==> config.mk <==
export PLATFORM = sky130hd
export DESIGN_NAME = frm_lof_mon
export DESIGN_NICKNAME = d
export VERILOG_FILES = /design/src/rtl/frm_pkg.sv /design/src/rtl/frm_align_fsm.sv /design/src/rtl/frm_lof_timers.sv /design/src/rtl/frm_status_pulse.sv /design/src/rtl/frm_lof_mon.sv
export SDC_FILE = /design/constraint.sdc
export NUM_CORES = 1
export LEC_CHECK = 0
export ABC_AREA = 0
export CORE_UTILIZATION = 30
export DETAILED_ROUTE_END_ITERATION = 10
export SKIP_CTS_REPAIR_TIMING = 1
export SLEW_MARGIN = 20
export SYNTH_ARGS = -nofsm -noshare
export SYNTH_HDL_FRONTEND = slang
export SYNTH_SLANG_ARGS = --single-unit
export TNS_END_PERCENT = 1
==> constraint.sdc <==
create_clock -name clk -period 4.28 [get_ports clk]
set_clock_uncertainty 0.2 [all_clocks]
set_input_delay 0.856 -clock clk [delete_from_list [all_inputs] [get_ports clk]]
set_output_delay 0.856 -clock clk [all_outputs]
set_load 0.005 [all_outputs]
==> src/rtl/frm_pkg.sv <==
package frm_pkg;
  typedef enum logic {ST_IN = 1'b0, ST_OUT = 1'b1} align_st_t;
endpackage

==> src/rtl/frm_align_fsm.sv <==
module frm_align_fsm
  import frm_pkg::*;
#(
  parameter int BAD_N  = 4,
  parameter int GOOD_N = 2
) (
  input  logic clk,
  input  logic rst,
  input  logic stb,
  input  logic ok,
  output logic oof
);
  localparam int MAXN = (BAD_N > GOOD_N) ? BAD_N : GOOD_N;
  localparam int CW   = $clog2(MAXN + 1);

  align_st_t       st;
  logic [CW-1:0]   run;

  always_ff @(posedge clk) begin
    if (rst) begin
      st  <= ST_OUT;
      run <= '0;
    end else if (stb) begin
      case (st)
        ST_IN: begin
          if (ok)                           run <= '0;
          else if (run == CW'(BAD_N - 1)) begin
            st  <= ST_OUT;
            run <= '0;
          end else                          run <= run + 1'b1;
        end
        default: begin
          if (!ok)                          run <= '0;
          else if (run == CW'(GOOD_N - 1)) begin
            st  <= ST_IN;
            run <= '0;
          end else                          run <= run + 1'b1;
        end
      endcase
    end
  end

  assign oof = (st == ST_OUT);
endmodule

==> src/rtl/frm_lof_timers.sv <==
module frm_lof_timers #(
  parameter int LIM_TICKS = 24
) (
  input  logic clk,
  input  logic rst,
  input  logic tick,
  input  logic oof,
  output logic lof
);
  localparam int TW = $clog2(LIM_TICKS + 1);
  localparam logic [TW-1:0] LIM = TW'(LIM_TICKS);

  logic [TW-1:0] if_tmr, of_tmr, if_nxt, of_nxt;

  always_comb begin
    if (oof) begin
      if_nxt = '0;
      of_nxt = (of_tmr == LIM) ? of_tmr : of_tmr + 1'b1;
    end else begin
      if_nxt = (if_tmr == LIM) ? if_tmr : if_tmr + 1'b1;
      of_nxt = (if_nxt == LIM) ? '0 : of_tmr;
    end
  end

  always_ff @(posedge clk) begin
    if (rst) begin
      if_tmr <= '0;
      of_tmr <= '0;
      lof    <= 1'b0;
    end else if (tick) begin
      if_tmr <= if_nxt;
      of_tmr <= of_nxt;
      if (of_nxt == LIM)      lof <= 1'b1;
      else if (if_nxt == LIM) lof <= 1'b0;
    end
  end
endmodule

==> src/rtl/frm_status_pulse.sv <==
module frm_status_pulse (
  input  logic clk,
  input  logic rst,
  input  logic oof,
  input  logic lof,
  output logic chg
);
  logic oof_q, lof_q;

  always_ff @(posedge clk) begin
    if (rst) begin
      oof_q <= 1'b1;
      lof_q <= 1'b0;
      chg   <= 1'b0;
    end else begin
      oof_q <= oof;
      lof_q <= lof;
      chg   <= (oof != oof_q) || (lof != lof_q);
    end
  end
endmodule

==> src/rtl/frm_lof_mon.sv <==
module frm_lof_mon #(
  parameter int BAD_N     = 4,
  parameter int GOOD_N    = 2,
  parameter int LIM_TICKS = 24
) (
  input  logic clk,
  input  logic rst,
  input  logic frame_stb_i,
  input  logic frame_ok_i,
  input  logic tick_i,
  output logic oof_o,
  output logic lof_o,
  output logic status_chg_o
);
  logic oof_w, lof_w;

  frm_align_fsm #(.BAD_N(BAD_N), .GOOD_N(GOOD_N)) u_align (
    .clk(clk), .rst(rst), .stb(frame_stb_i), .ok(frame_ok_i), .oof(oof_w)
  );

  frm_lof_timers #(.LIM_TICKS(LIM_TICKS)) u_tmr (
    .clk(clk), .rst(rst), .tick(tick_i), .oof(oof_w), .lof(lof_w)
  );

  frm_status_pulse u_chg (
    .clk(clk), .rst(rst), .oof(oof_w), .lof(lof_w), .chg(status_chg_o)
  );

  assign oof_o = oof_w;
  assign lof_o = lof_w;
endmodule

Word-level counts from Yosys, hierarchy flattened --
Index checks and enable logic that the tools add are counted.
Operators by class: multiplexer cells 17, add/sub/neg operators 3, eq/ne operators 9, reductions and logical operators 3
Operators by type and width (count):
- 5-bit equality test (second input constant) | 5
- 5-bit two-way mux | 5
- 3-bit two-way mux | 5
- 5-bit by 1-bit adder with 5-bit output (second input constant) | 2
- 1-bit two-way mux | 7
- 3-bit by 1-bit adder with 3-bit output (second input constant) | 1
- 3-bit by 1-bit equality test with 1-bit output (second input constant) | 1
- 3-bit by 2-bit equality test with 1-bit output (second input constant) | 1
- 1-bit inequality test | 2
- 2-bit AND reduction | 1
- 2-bit nonzero test | 1
- 1-bit logical OR | 1
Storage, ports and cells: register bits 18, input bits 5, logic and storage cells 40

Depth between registers and ports, before layout --
Gate-level depths: netlist of run 1.
word-level depth 8, mapped depth 7, depth with buffers taken out 7

Cells and area by module --
A second synthesis of run 1 with hierarchy kept.
Unflattened totals: cell total of the unflattened synthesis 132, area total of the unflattened synthesis 1119.8 µm²
Modules (own cells, without submodules):
- frm_lof_timers | area each 770.7 µm², cells an instance 96, seq. area each 220.2 µm², times used 1
- frm_align_fsm | area each 254.0 µm², cells an instance 28, seq. area each 80.1 µm², times used 1
- frm_status_pulse | area each 95.1 µm², cells an instance 8, seq. area each 60.1 µm², times used 1

Worst setup path after synthesis of run 1 --
No wires, ideal clock.
path kind flip-flop to flip-flop, from register u_tmr.if_tmr[0], to register u_tmr.of_tmr[4], required time 3.950 ns, period minus slack after synthesis 1.953 ns, buffers on the path 0, stages on the path, launching flop included 7, path slack 2.327 ns, arrival time 1.622 ns, path through dfxtp_1 > ha_1 > and3b_2 > o221ai_1 > a211o_1 > a21oi_1 > o22ai_1
On the way: longest elaborated chain between the ends 5, elaborated cells on any way between the ends 6, those cells by class add/sub (1); eq/ne (2); mux (3)
Ends and longest elaborated chain:
- from (decl) | line frm_lof_timers.sv:13 | logic [TW-1:0] if_tmr, of_tmr, if_nxt, of_nxt;
- from (signal assigned) | line frm_lof_timers.sv:31 | if_tmr <= if_nxt;
- 5-bit by 1-bit adder with 5-bit output or 5-bit equality test (tied branches) | line frm_lof_timers.sv:20 | if_nxt = (if_tmr == LIM) ? if_tmr : if_tmr + 1'b1;
- 5-bit two-way mux (*) | line frm_lof_timers.sv:20
- 5-bit equality test (*) | line frm_lof_timers.sv:21 | of_nxt = (if_nxt == LIM) ? '0 : of_tmr;
- 5-bit two-way mux (*) | line frm_lof_timers.sv:21
- 5-bit two-way mux (*) | line frm_lof_timers.sv:16 | if (oof) begin
- to (signal assigned) | line frm_lof_timers.sv:32 | of_tmr <= of_nxt;
- to (decl) | line frm_lof_timers.sv:13
Mark *: on every way between the ends. The rest lies on a longest branch, timed or not. A chain may end at the register's enable or synchronous reset.

Final worst setup path of run 1 --
from register u_align.st (netlist: u_align.oof), to output oof_o
RTL lines:
- from (decl) | line frm_align_fsm.sv:16 | align_st_t st;
- from (signal assigned) | line frm_align_fsm.sv:21 | st <= ST_OUT;
- from (signal assigned) | line frm_align_fsm.sv:28 | st <= ST_OUT;
- from (signal assigned) | line frm_align_fsm.sv:35 | st <= ST_IN;
- to (decl) | line frm_lof_mon.sv:11 | output logic oof_o,
No word-level cell between the ends.

==> results of run 1 <==
-- worst reg2reg max path: cells and delay by family, from the launching register on --
| family | cells | cell delay [ns] |
|---|---|---|
| fa+ha+maj | 1 | 0.34 |
| flops | 1 | 0.46 |
| compound gates | 4 | 0.90 |
| simple gates | 1 | 0.22 |
-- sequential cells by signal, summed over array words and instances, names as in the netlist --
signal / cells
u_align.run: 3
u_tmr.if_tmr: 5
u_tmr.lof: 1
u_tmr.of_tmr: 5
u_align.oof: 1
u_chg.lof_q: 1
u_chg.oof_q: 1
u_chg.chg: 1
-- cell type report --
type / instances / area [µm²] / area share
timing repair buffer: 7 / 70.1 / 0.0544
multi-input combinational: 103 / 689 / 0.535
tap: 48 / 60.1 / 0.0466
inverter: 14 / 52.6 / 0.0408
sequential: 18 / 360 / 0.280
clock buffer: 4 / 55.1 / 0.0428
-- cell usage in the layout (no fill, tap or decap), types with 2 or more instances in the layout --
master           Yosys  layout
o22ai_1              3       3
clkdlybuf4s50_1      0       7
dfxtp_1             18      18
inv_1               13      13
nand4b_1             4       4
nor2b_1              2       2
nand2_1             10      10
a21oi_1              8       8
o21ai_0              8       8
o31ai_1              2       2
nor3_1               6       6
clkbuf_8             1       4
nand3_1              7       7
mux2i_1              2       2
and2b_2              2       2
nor2_1              11      11
nand2b_1             3       3
or2_2                2       2
a22oi_1              2       2
a31oi_1              3       3
xnor2_1              2       2
ha_1                 8       8
-- power breakdown --
part           switching (mW)  internal [mW]  total (mW)  leakage (nW)
Clock                  0.0596         0.0817       0.141        0.0288
Sequential            0.00867          0.173       0.181         0.146
Combinational          0.0203         0.0187      0.0390         0.279
Total                  0.0885          0.273       0.362         0.454
-- path summary, 6_finish.rpt --
path | startpoint | end | slack (ns)
min | u_tmr.lof$_SDFFE_PP0P_ | u_chg.lof_q$_SDFF_PP0_ | 0.33
max reg2reg | u_tmr.if_tmr[0]$_SDFFE_PP0P_ | u_tmr.of_tmr[4]$_SDFFE_PP0P_ | 2.02
min reg2reg | u_tmr.lof$_SDFFE_PP0P_ | u_chg.lof_q$_SDFF_PP0_ | 0.33
max | u_align.oof$_SDFFE_PP1P_ | oof_o | 1.58
-- per-layer routing --
layer / track usage / share of wire / up-vias
li1: - / - / 513
met5: 0 / 0 / -
met1: 0.156 / 0.50 / 488
met2: 0.191 / 0.47 / 9
met3: 0.0304 / 0.026 / 2
met4: 0.0540 / 0.0063 / 0
-- synthesized netlist by cell type (2+ instances only) --
master     n
nand2_1   10
a22oi_1    2
ha_1       8
xnor2_1    2
a31oi_1    3
o21ai_0    8
nand4b_1   4
nor3_1     6
dfxtp_1   18
nor2b_1    2
and2b_2    2
or2_2      2
a21oi_1    8
mux2i_1    2
nand3_1    7
o31ai_1    2
o22ai_1    3
nor2_1    11
inv_1     13
nand2b_1   3
clkbuf_1   3
buf_6      2
-- kinds of logic (layout without fill, tap and decap cells) --
kind of cell,count (synthesis),after routing,synth area share
fa+ha+maj,8,8,0.0867
simple gates,54,54,0.261
compound gates,35,35,0.199
buf+inv,21,25,0.0910
xor+xnor,3,3,0.0228
flops,18,18,0.312
mux,3,3,0.0271
==> flow_metrics.tcl, run 1 <==
set metrics [dict create \
    status "finished, final reports clean" \
    synth_cells 142 \
    crit_slowest_cell "dfxtp_1" \
    slew_violations 0 \
    hp-class "reg -> reg" \
    gp_congestion 0.735 \
    fin_cells 194 \
    cp-end-kind "primary output" \
    setup_viol 0 \
    power_mw 0.362 \
    fin_util 0.349 \
    worst_slew_pin_slew_ns 0.689 \
    ff2ff_path_depth 6 \
    drv_cap 0 \
    area_growth_pct 11.5 \
    start_util 0.313 \
    path_class "reg -> out" \
    insertion_delay_ns 0.25 \
    drc_errors 0 \
    synth_area_leaders "dfxtp_1, ha_1, inv_1" \
    cp_cell_sequence "clkdlybuf4s50_1" \
    worst_slack_ns 1.58 \
    first_global_vias 905 \
    grt_start_max_net_pins 22 \
    final_nets 160 \
    netlist_area_um2 1150 \
    grt_pass1_wl_um 3900 \
    placed_area_um2 1230 \
    ys_seq_elements 18 \
    ant_nets 0 \
    p_leak_nw 0.454 \
    critPathTopFamily "flip-flops" \
    dpl_worst_slack_ns 1.64 \
    ys_seq_area_frac 0.312 \
    drtIter0Drc 30 \
    htree_levels 1 \
    cts_inserted_buffers 3 \
    wl_um 2210 \
    whs_ns 0.327 \
    cts.sinks 18 \
    synth_edf_count 0 \
    antennaDiodeCount 0 \
    critPathMaxStageDelay_ns 0.77 \
    synth_top_cell_by_area "dfxtp_1" \
    hpwlAfterDp_um 1540 \
    drive_gt1_frac 0.0890 \
    ir_drop_v 0.0000952 \
    dp.cells 190 \
    cp.required_ns 3.22 \
    critPathLaunchType "register" \
    fmax_mhz 371 \
    wl_per_cell_um 11.4 \
    arrival_ns 1.64 \
    dieHeight_um 64.0 \
    cts_buffer_depth 2 \
    post-route-cell-area_um2 1290 \
    n_fill_cell 404 \
    tns_ns 0 \
    die_w_um 64.0 \
    finalHoldViolCount 0 \
    yosys_warnings 0 \
    overflow 0 \
    slew_headroom 0.539 \
    numPortBuffers 7 \
    ys.flop_type "dfxtp_1" \
    fin_crit_ns 2.70 \
    finalCritPeriodShare 0.630 \
    synth_nets 155 \
    cts_root_buffer "clkbuf_8" \
    cts_tree "done" \
    first_pass_iters 4 \
    netlist.area_leader.share 0.312 \
    core-area_um2 3690 \
    vias 1012 \
    crit_path_max_fanout 20 \
    viasPerCell 5.22 \
    clk_pin_slew_ns 0.07 \
    track_usage 0.122 \
    rows 22 \
    synth_cell_types 43 \
    synth-async-reset-ratio 0 \
    dieArea_um2 4100 \
    rsz0062_at_grt "no" \
    syn_area_per_cell_um2 8.13 \
    ios 8 \
    holdPathStages 1 \
    antenna_found_initial 0 \
    critPathBufInv 1 \
    cp.depth 1 \
    p_per_area_nw_per_um2 281 \
]
Power figures use the tool's default switching activity.
==> inputs of run 2 (changes only) <==
==> constraint.sdc (replaced) <==
create_clock -name clk -period 2.8 [get_ports clk]
set_clock_uncertainty 0.2 [all_clocks]
set_input_delay 0.56 -clock clk [delete_from_list [all_inputs] [get_ports clk]]
set_output_delay 0.56 -clock clk [all_outputs]
set_load 0.005 [all_outputs]
==> run 2 against run 1 <==
  * Utilization up 0.41 points
  * Register-to-register slack worse by 1.5 ns
  * Clock-buffer cell count unchanged
  * Hold slack worse by 0.011 ns
  * Global-route usage increased by 0.052 points
  * Wire length is 4.6% higher
  * Via count up 2.2%
  * Setup slack got worse by 1.0 ns
  * Combinational power is 71% higher
  * Critical path type is now reg -> reg
  * Largest power group unchanged
  * Highest routed layer unchanged
==> flow_metrics.tcl, run 2 (synthesis results as in run 1) <==
set metrics [dict create \
    status "finished, final reports clean" \
    viasPerCell 5.28 \
    drv_cap 0 \
    cts.sinks 18 \
    crit_slowest_cell "dfxtp_1" \
    p_per_area_nw_per_um2 429 \
    worst_slack_ns 0.551 \
    finalCritPeriodShare 0.803 \
    antennaDiodeCount 0 \
    hp-class "reg -> reg" \
    cp-end-kind "register" \
    htree_levels 1 \
    worst_slew_pin_slew_ns 0.402 \
    core-area_um2 3690 \
    final_common_cell "dfxtp_1" \
    rsz0062_at_grt "no" \
    die_w_um 64.0 \
    dp.cells 192 \
    drtIter0Drc 52 \
    rows 22 \
    clk_pin_slew_ns 0.07 \
    ir_drop_v 0.000164 \
    area_growth_pct 12.8 \
    holdPathStages 1 \
    critPathMaxStageDelay_ns 0.45 \
    n_fill_cell 393 \
    overflow 0 \
    final_cell_mix "dfxtp_1, inv_1, nor2_1, nand2_1" \
    crit_path_max_fanout 7 \
    largestRegisters "u_tmr.if_tmr: 5 flops, u_tmr.of_tmr: 5 flops, u_align.run: 3 flops" \
    numPortBuffers 7 \
    tns_ns 0 \
    antenna_found_initial 0 \
    critPathBufInv 0 \
    critPathLaunchType "register" \
    power_switching_share 0.249 \
    fin_crit_ns 2.25 \
    hpwlAfterDp_um 1660 \
    fmax_mhz 445 \
    p_leak_nw 0.463 \
    grt_start_max_net_pins 18 \
    wl_um 2310 \
    grt_pass1_wl_um 3960 \
    vias 1034 \
    cts_root_buffer "clkbuf_8" \
    ant_nets 0 \
    dieHeight_um 64.0 \
    p_switching_mw 0.139 \
    seq_power_share 0.489 \
    arrival_ns 2.19 \
    cts_inserted_buffers 3 \
    p_comb_frac 0.119 \
    first_pass_iters 4 \
    ios 8 \
    first_global_vias 911 \
    slew_violations 0 \
    ff2ff_path_depth 6 \
    cts_buffer_depth 2 \
    dpl_worst_slack_ns 0.499 \
    insertion_delay_ns 0.26 \
    cp.required_ns 2.74 \
    final_nets 162 \
    drc_errors 0 \
    track_usage 0.122 \
    gp_congestion 0.844 \
    cp.depth 6 \
    drive_gt1_frac 0.101 \
    wl_per_cell_um 11.8 \
    clockPowerShare 0.391 \
    start_util 0.313 \
    dieArea_um2 4100 \
    p_int_mw 0.419 \
    slew_headroom 0.731 \
    path_class "reg -> reg" \
    power_mw 0.559 \
    fin_cells 196 \
    finalHoldViolCount 0 \
    cts_tree "done" \
    cp_cell_sequence "ha_1 > and3b_2 > o221ai_1 > a211o_1 > a21oi_1 > o22ai_1" \
    setup_viol 0 \
    critPathTopFamily "compound AO/OA/AOI/OAI gates" \
]
-- run 2: worst paths after layout --
path	from	endpoint	slack (ns)
setup / recovery	u_tmr.if_tmr[0]$_SDFFE_PP0P_	u_tmr.of_tmr[4]$_SDFFE_PP0P_	0.55
hold / removal	u_tmr.lof$_SDFFE_PP0P_	u_chg.lof_q$_SDFF_PP0_	0.32
setup reg to reg	u_tmr.if_tmr[0]$_SDFFE_PP0P_	u_tmr.of_tmr[4]$_SDFFE_PP0P_	0.55
hold reg to reg	u_tmr.lof$_SDFFE_PP0P_	u_chg.lof_q$_SDFF_PP0_	0.32
-- run 2: power by group through the flow --
stage          clock [mW]  combinational [mW]  sequential [mW]
2_1_floorplan           0              0.0488            0.276
3_3_place_gp            0              0.0647            0.279
3_5_place_dp            0              0.0659            0.279
4_1_cts             0.226              0.0664            0.273
5_1_grt             0.241              0.0741            0.275
6_report            0.219              0.0666            0.274
-- run 2: per-layer routing --
| layer | share of wire | GRT usage | up-vias |
|---|---|---|---|
| li1 | - | - | 516 |
| met1 | 0.46 | 0.160 | 480 |
| met2 | 0.47 | 0.191 | 35 |
| met3 | 0.048 | 0.0268 | 3 |
| met4 | 0.018 | 0.0540 | 0 |
| met5 | 0 | 0 | - |
-- run 2: layout make-up --
cell class,count,area [µm²],share of cell area
Multi-Input combinational cell,103,689,0.529
Sequential cell,18,360,0.277
Timing Repair Buffer,9,85.1,0.0653
Tap cell,48,60.1,0.0461
Clock buffer,4,55.1,0.0423
Inverter,14,52.6,0.0403
-- run 2: per-stage QoR --
step | cell area (µm²) | utilization | hold WS, ns
2_1_floorplan | 1150 | - | 0.284
3_3_place_gp | 1250 | 0.338 | 0.307
3_5_place_dp | 1250 | 0.338 | 0.312
4_1_cts | 1300 | 0.353 | 0.320
5_1_grt | 1300 | 0.353 | 0.350
6_report | 1300 | 0.353 | 0.315
